<file path="src/rtl/lmr_pkg.sv">
package lmr_pkg;
    localparam int LANES  = 2;
    localparam int LANE_W = 8;
    localparam int DATA_W = LANES * LANE_W;

    typedef struct packed {
        logic             cs_n;
        logic             wr_n;
        logic [LANES-1:0] be_n;
    } strobe_t;

    function automatic logic is_write(input strobe_t s);
        return !s.cs_n && !s.wr_n && (s.be_n != {LANES{1'b1}});
    endfunction

    function automatic logic is_read(input strobe_t s);
        return !s.cs_n && s.wr_n;
    endfunction
endpackage

</file>
<file path="src/rtl/lmr_sampler.sv">
module lmr_sampler
    import lmr_pkg::*;
#(
    parameter int ADDR_W = 16,
    parameter int IDX_W  = 8
) (
    input  logic              clk,
    input  logic              rst_n,
    input  strobe_t           strobe_in,
    input  logic [ADDR_W-1:0] addr,
    input  logic [DATA_W-1:0] din,
    output strobe_t           cur_st,
    output strobe_t           prev_st,
    output logic [IDX_W-1:0]  cur_idx,
    output logic [IDX_W-1:0]  prev_idx,
    output logic [DATA_W-1:0] prev_data
);
    typedef struct packed {
        strobe_t           st;
        logic [IDX_W-1:0]  idx;
        logic [DATA_W-1:0] data;
    } sample_t;

    typedef struct packed {
        sample_t cur;
        sample_t prev;
    } state_t;

    localparam strobe_t IDLE_ST = '{cs_n: 1'b1, wr_n: 1'b1, be_n: {LANES{1'b1}}};
    localparam sample_t IDLE_SMP = '{st: IDLE_ST, idx: '0, data: '0};

    state_t state_d, state_q;
    logic   unused_addr_hi;

    assign unused_addr_hi = ^addr;

    always_comb begin
        state_d          = state_q;
        state_d.prev     = state_q.cur;
        state_d.cur.st   = strobe_in;
        state_d.cur.idx  = addr[IDX_W-1:0];
        state_d.cur.data = din;
    end

    always_ff @(posedge clk or negedge rst_n) begin
        if (!rst_n) begin
            state_q <= '{cur: IDLE_SMP, prev: IDLE_SMP};
        end else begin
            state_q <= state_d;
        end
    end

    assign cur_st    = state_q.cur.st;
    assign prev_st   = state_q.prev.st;
    assign cur_idx   = state_q.cur.idx;
    assign prev_idx  = state_q.prev.idx;
    assign prev_data = state_q.prev.data;
endmodule

</file>
<file path="src/rtl/lmr_write_tracker.sv">
module lmr_write_tracker
    import lmr_pkg::*;
#(
    parameter int IDX_W = 8
) (
    input  logic              clk,
    input  logic              rst_n,
    input  strobe_t           cur_st,
    input  strobe_t           prev_st,
    input  logic [IDX_W-1:0]  prev_idx,
    input  logic [DATA_W-1:0] prev_data,
    output logic              commit,
    output logic [LANES-1:0]  commit_mask,
    output logic [IDX_W-1:0]  commit_idx,
    output logic [DATA_W-1:0] commit_data
);
    typedef struct packed {
        logic              armed;
        logic              fire;
        logic [LANES-1:0]  mask;
        logic [IDX_W-1:0]  idx;
        logic [DATA_W-1:0] data;
    } state_t;

    state_t state_d, state_q;
    logic   strobe_rise;
    logic   entered;

    always_comb begin
        strobe_rise = (cur_st.cs_n && !prev_st.cs_n)
                    || (cur_st.wr_n && !prev_st.wr_n)
                    || ((cur_st.be_n & ~prev_st.be_n) != '0);
        entered     = is_write(cur_st) && !is_write(prev_st);

        state_d      = state_q;
        state_d.fire = 1'b0;
        if (state_q.armed) begin
            if (strobe_rise) begin
                state_d.armed = 1'b0;
                state_d.fire  = 1'b1;
                state_d.mask  = ~prev_st.be_n;
                state_d.idx   = prev_idx;
                state_d.data  = prev_data;
            end
        end else if (entered) begin
            state_d.armed = 1'b1;
        end
    end

    always_ff @(posedge clk or negedge rst_n) begin
        if (!rst_n) begin
            state_q <= '0;
        end else begin
            state_q <= state_d;
        end
    end

    assign commit      = state_q.fire;
    assign commit_mask = state_q.mask;
    assign commit_idx  = state_q.idx;
    assign commit_data = state_q.data;
endmodule

</file>
<file path="src/rtl/lmr_lane_store.sv">
module lmr_lane_store
    import lmr_pkg::*;
#(
    parameter int DEPTH = 256,
    parameter int IDX_W = 8
) (
    input  logic              clk,
    input  logic              wr_en,
    input  logic [LANES-1:0]  wr_mask,
    input  logic [IDX_W-1:0]  wr_idx,
    input  logic [DATA_W-1:0] wr_data,
    input  logic [IDX_W-1:0]  rd_idx,
    output logic [DATA_W-1:0] rd_data
);
    for (genvar g = 0; g < LANES; g++) begin : g_lane
        logic [LANE_W-1:0] bank [DEPTH];

        always_ff @(posedge clk) begin
            if (wr_en && wr_mask[g]) begin
                bank[wr_idx] <= wr_data[g*LANE_W +: LANE_W];
            end
        end

        assign rd_data[g*LANE_W +: LANE_W] = bank[rd_idx];
    end
endmodule

</file>
<file path="src/rtl/lane_masked_ram.sv">
module lane_masked_ram
    import lmr_pkg::*;
#(
    parameter int DEPTH  = 256,
    parameter int ADDR_W = 16
) (
    input  logic              clk,
    input  logic              rst_n,
    input  logic              cs_n,
    input  logic              wr_n,
    input  logic              lo_en_n,
    input  logic              hi_en_n,
    input  logic [ADDR_W-1:0] addr,
    input  logic [DATA_W-1:0] din,
    output logic [DATA_W-1:0] dq_o,
    output logic [LANES-1:0]  dq_oe
);
    localparam int IDX_W = (DEPTH > 1) ? $clog2(DEPTH) : 1;

    typedef struct packed {
        logic [DATA_W-1:0] data;
        logic [LANES-1:0]  oe;
    } out_t;

    strobe_t           strobe_in;
    strobe_t           cur_st, prev_st;
    logic [IDX_W-1:0]  cur_idx, prev_idx, commit_idx;
    logic [DATA_W-1:0] prev_data, commit_data, rd_data;
    logic              commit;
    logic [LANES-1:0]  commit_mask;
    out_t              out_d, out_q;

    assign strobe_in = '{cs_n: cs_n, wr_n: wr_n, be_n: {hi_en_n, lo_en_n}};

    lmr_sampler #(.ADDR_W(ADDR_W), .IDX_W(IDX_W)) i_sampler (
        .clk       (clk),
        .rst_n     (rst_n),
        .strobe_in (strobe_in),
        .addr      (addr),
        .din       (din),
        .cur_st    (cur_st),
        .prev_st   (prev_st),
        .cur_idx   (cur_idx),
        .prev_idx  (prev_idx),
        .prev_data (prev_data)
    );

    lmr_write_tracker #(.IDX_W(IDX_W)) i_tracker (
        .clk         (clk),
        .rst_n       (rst_n),
        .cur_st      (cur_st),
        .prev_st     (prev_st),
        .prev_idx    (prev_idx),
        .prev_data   (prev_data),
        .commit      (commit),
        .commit_mask (commit_mask),
        .commit_idx  (commit_idx),
        .commit_data (commit_data)
    );

    lmr_lane_store #(.DEPTH(DEPTH), .IDX_W(IDX_W)) i_store (
        .clk     (clk),
        .wr_en   (commit),
        .wr_mask (commit_mask),
        .wr_idx  (commit_idx),
        .wr_data (commit_data),
        .rd_idx  (cur_idx),
        .rd_data (rd_data)
    );

    always_comb begin
        out_d      = out_q;
        out_d.data = rd_data;
        for (int g = 0; g < LANES; g++) begin
            out_d.oe[g] = is_read(cur_st) && !cur_st.be_n[g];
        end
    end

    always_ff @(posedge clk or negedge rst_n) begin
        if (!rst_n) begin
            out_q <= '0;
        end else begin
            out_q <= out_d;
        end
    end

    assign dq_o  = out_q.data;
    assign dq_oe = out_q.oe;
endmodule

</file>
<file path="config.mk">
export PLATFORM = sky130hd
export DESIGN_NAME = lane_masked_ram
export DESIGN_NICKNAME = d
export VERILOG_FILES = /design/src/rtl/lmr_pkg.sv /design/src/rtl/lmr_sampler.sv /design/src/rtl/lmr_write_tracker.sv /design/src/rtl/lmr_lane_store.sv /design/src/rtl/lane_masked_ram.sv
export SDC_FILE = /design/constraint.sdc
export NUM_CORES = 2
export LEC_CHECK = 0
export BUFFER_PORTS_ARGS = -buffer_cell sky130_fd_sc_hd__buf_2
export CAP_MARGIN = 20
export CORE_AREA = 4 4 791 400
export CTS_CLUSTER_SIZE = 28
export DETAILED_ROUTE_END_ITERATION = 10
export DIE_AREA = 0 0 795 404
export HOLD_SLACK_MARGIN = 0.15
export PLACE_DENSITY = 0.68
export SLEW_MARGIN = 20
export SYNTH_ARGS = -nofsm -noshare
export SYNTH_HDL_FRONTEND = slang
export SYNTH_HIERARCHICAL = 1
export SYNTH_SLANG_ARGS = --single-unit
</file>
<file path="constraint.sdc">
create_clock -name clk -period 2.4 [get_ports clk]
set_input_delay 0 -clock clk [delete_from_list [all_inputs] [get_ports clk]]
set_output_delay 0 -clock clk [all_outputs]
set_load 0.1 [all_outputs]
</file>
==> results.cfg <==
[clock_network]
cts_root_buf = clkbuf_16
clkTransAtPathRegs_ps = 70
clk_latency_ps = 920
cts_tree = done
cts_made_buffers = 345
clock_path_buffers = 4
numClockSinks = 4198
cts.htree.levels = 5

[sta]
worstMarginPinSlew_ps = 1070
drv_slew = 0
fin_ws_ps = -772
rsz0062_at_grt = yes
period_share_pct = 132
fmax_ghz = 0.315
fin_skew_ps = 46.7
relSlewSlack_pct = 28.5
hold_viol_final = 0
min_period_ps = 3170
setup_violations = 16

[pwr]
irDropWorstVdd_mv = 0.695
power_mw = 167
p_leak_nw = 65.0
p_per_area_nw_per_um2 = 856

[floorplanning]
fp.dieW_um = 795
design.core.area_um2 = 310000
die_area_um2 = 321000
die_h_um = 404
io_pins = 56
num_rows = 145
initial_core_util_pct = 52.7

[layout]
fillers = 20600
final_core_util_pct = 62.7
design_area_um2 = 195000
drive_gt1_share_pct = 34.5
syn2layout_area_growth_pct = 19.0
final_nets = 9501

[yosys]
synth_edf_count = 4096
synth_most_common_cell = edfxtp_1
synth_cell_type_count = 76
ys_top_cells_by_count = edfxtp_1, mux4_2, nor2_1, mux2i_1, clkbuf_1
synth_area_um2 = 163000
ys_seq_elements = 4198
synth_top_flop_cell = edfxtp_1
ys_warn_count = 6
netlist.area_leader.share_pct = 75.2
syn_inst = 7894
syn-num-nets = 7932
async_flop_share_pct = 2.43
synth.area.top_cells = edfxtp_1, mux4_2, mux2i_1, dfrtp_1, nor2_1
yosysSeqAreaShare_pct = 76.8
avgSynthCellArea_um2 = 20.7
synth_top_cell_by_area = edfxtp_1

[placed_design]
place_congestion = 0.944
numPortBuffers = 47
placed_area_um2 = 180000
post-dp-hpwl_um = 308000
place_ws_ps = -1260

[outcome]
violations = negative setup slack
outcome = finished with violations

[critical_path]
crit_path_end_kind = flop
start_kind = flop
path_max_fanout = 7
critPathRequiredTime_ps = 3220
arrival_ps = 3990
critPathKind = reg -> reg

[grt]
grt_usage_pct = 28.8
grt_pass1_vias = 86700
grt_pass1_wl_um = 660000
overflow = 0
grt_max_degree = 108
grt_antenna_before_repair = 38

[drt]
wl_per_cell_um = 33.8
drt_wl_total_um = 468000
first_pass_iters = 6
via_per_inst = 6.54
remaining_drc_errors = 0
drtIter0Drc = 16300
vias = 90600
postRouteAntennaNets = 0

[job]
maxCapViolCount = 0

[min_path]
hp-class = in -> reg
==> final cells by class <==
| type | count | area (µm²) | area share [%] |
|---|---|---|---|
| flip-flops and latches | 4198 | 126000 | 64.6 |
| multi-input cells | 3157 | 36100 | 18.5 |
| repair buffers | 1748 | 16500 | 8.48 |
| clock buffers | 436 | 9380 | 4.82 |
| well taps | 4116 | 5150 | 2.65 |
| clock inverters | 175 | 1740 | 0.896 |
| inverters | 13 | 62.6 | 0.0322 |
| diodes | 10 | 25.0 | 0.0129 |
==> what timing repair did <==
item                                   CTS  global route
setup endpoints to repair               29           241
hold buffers                            60             0
pin swaps                               28            49
endpoints found under the hold margin  130             0
setup buffers                           26            62
gates resized for setup                208           196
gates cloned                            10             8
==> registers in the layout, indices dropped and copies added (netlist names) <==
register,count
i_store/g_lane.bank,4096
dq_o,16
i_sampler/prev_data,16
i_sampler/state_d,16
i_tracker/commit_data,16
i_sampler/cur_idx,8
i_sampler/prev_idx,8
i_tracker/commit_idx,8
i_sampler/cur_st,4
i_sampler/prev_st,4
dq_oe,2
i_tracker/commit_mask,2
i_tracker/commit,1
i_tracker/state_q,1
==> through the flow <==
stage | TNS (ps) | cells | hold slack, ps
floorplan | -438 | 7894 | -296
global placement | -14970 | 13100 | -91.9
detailed placement | -15150 | 13100 | -91.5
CTS | -10690 | 13800 | 194
global route | -11990 | 13800 | 271
finish | -10950 | 13900 | 276
==> placed cells by master, fill, tap and decap left out, types with 33 or more instances in the layout <==
cell type	synthesis	routed
a21oi_1	121	113
buf_12	12	188
buf_2	87	46
buf_4	76	1357
buf_6	74	52
bufinv_16	0	33
clkbuf_1	205	64
clkbuf_16	0	365
clkinv_1	0	61
clkinv_2	0	52
dfrtp_1	94	73
dlygate4sd3_1	0	59
edfxtp_1	4096	4096
mux2i_1	528	518
mux4_2	852	852
nand2_1	198	179
nand3_1	58	35
nor2_1	572	540
nor3_1	122	99
o21ai_0	67	50
o221ai_1	173	145
o22ai_1	164	144
==> report_power, final <==
part | switching, mW | leakage, nW | internal, mW
clock network | 26.1 | 5.42 | 31.3
registers | 2.01 | 38.0 | 87.6
logic | 13.8 | 21.5 | 5.78
==> critical path: stages, from the launching register on <==
cell and delay, ps:
dfrtp_4 550, buf_12 180, buf_16 160, buf_16 170, clkbuf_4 190, buf_4 160, mux2i_1 180, o22ai_1 130
a2111oi_1 450, buf_4 180, a211oi_1 40, buf_4 140, nand4_1 160, nor3_2 70, buf_4 140, and3_4 140
==> metal layers <==
metal	global-route usage [%]	vias up	share of wire, %
li1	-	35800	-
met1	46.1	47200	40
met2	37.2	6895	40
met3	11.7	613	17
met4	5.78	8	2.1
met5	0	-	0.010
==> cells by family (layout without fill, tap and decap cells) <==
kind of cell / after synthesis / after routing / synth area share, %
AO/OA/AOI/OAI: 671 / 671 / 2.88
buffers and inverters: 539 / 2372 / 2.11
flip-flops: 4198 / 4198 / 76.8
multiplexers: 1427 / 1427 / 15.4
other: 0 / 10 / 0
AND/OR/NAND/NOR: 1059 / 1059 / 2.79
==> worst paths after layout <==
kind	startpoint	endpoint	slack [ps]	cells past startpoint
worst max-delay path	i_sampler/cur_idx[0]	dq_o[9]	-770	15
worst min-delay path	din[9]	i_sampler/state_d[9]	280	3
worst max register to register	i_sampler/cur_idx[0]	dq_o[9]	-770	15
worst min register to register	i_sampler/state_d[12]	i_sampler/prev_data[12]	340	0
max in group asynchronous	rst_n	i_sampler/cur_idx[3]	940	6
min in group asynchronous	rst_n	i_tracker/commit_data[3]	670	5
Power figures use the tool's default switching activity.
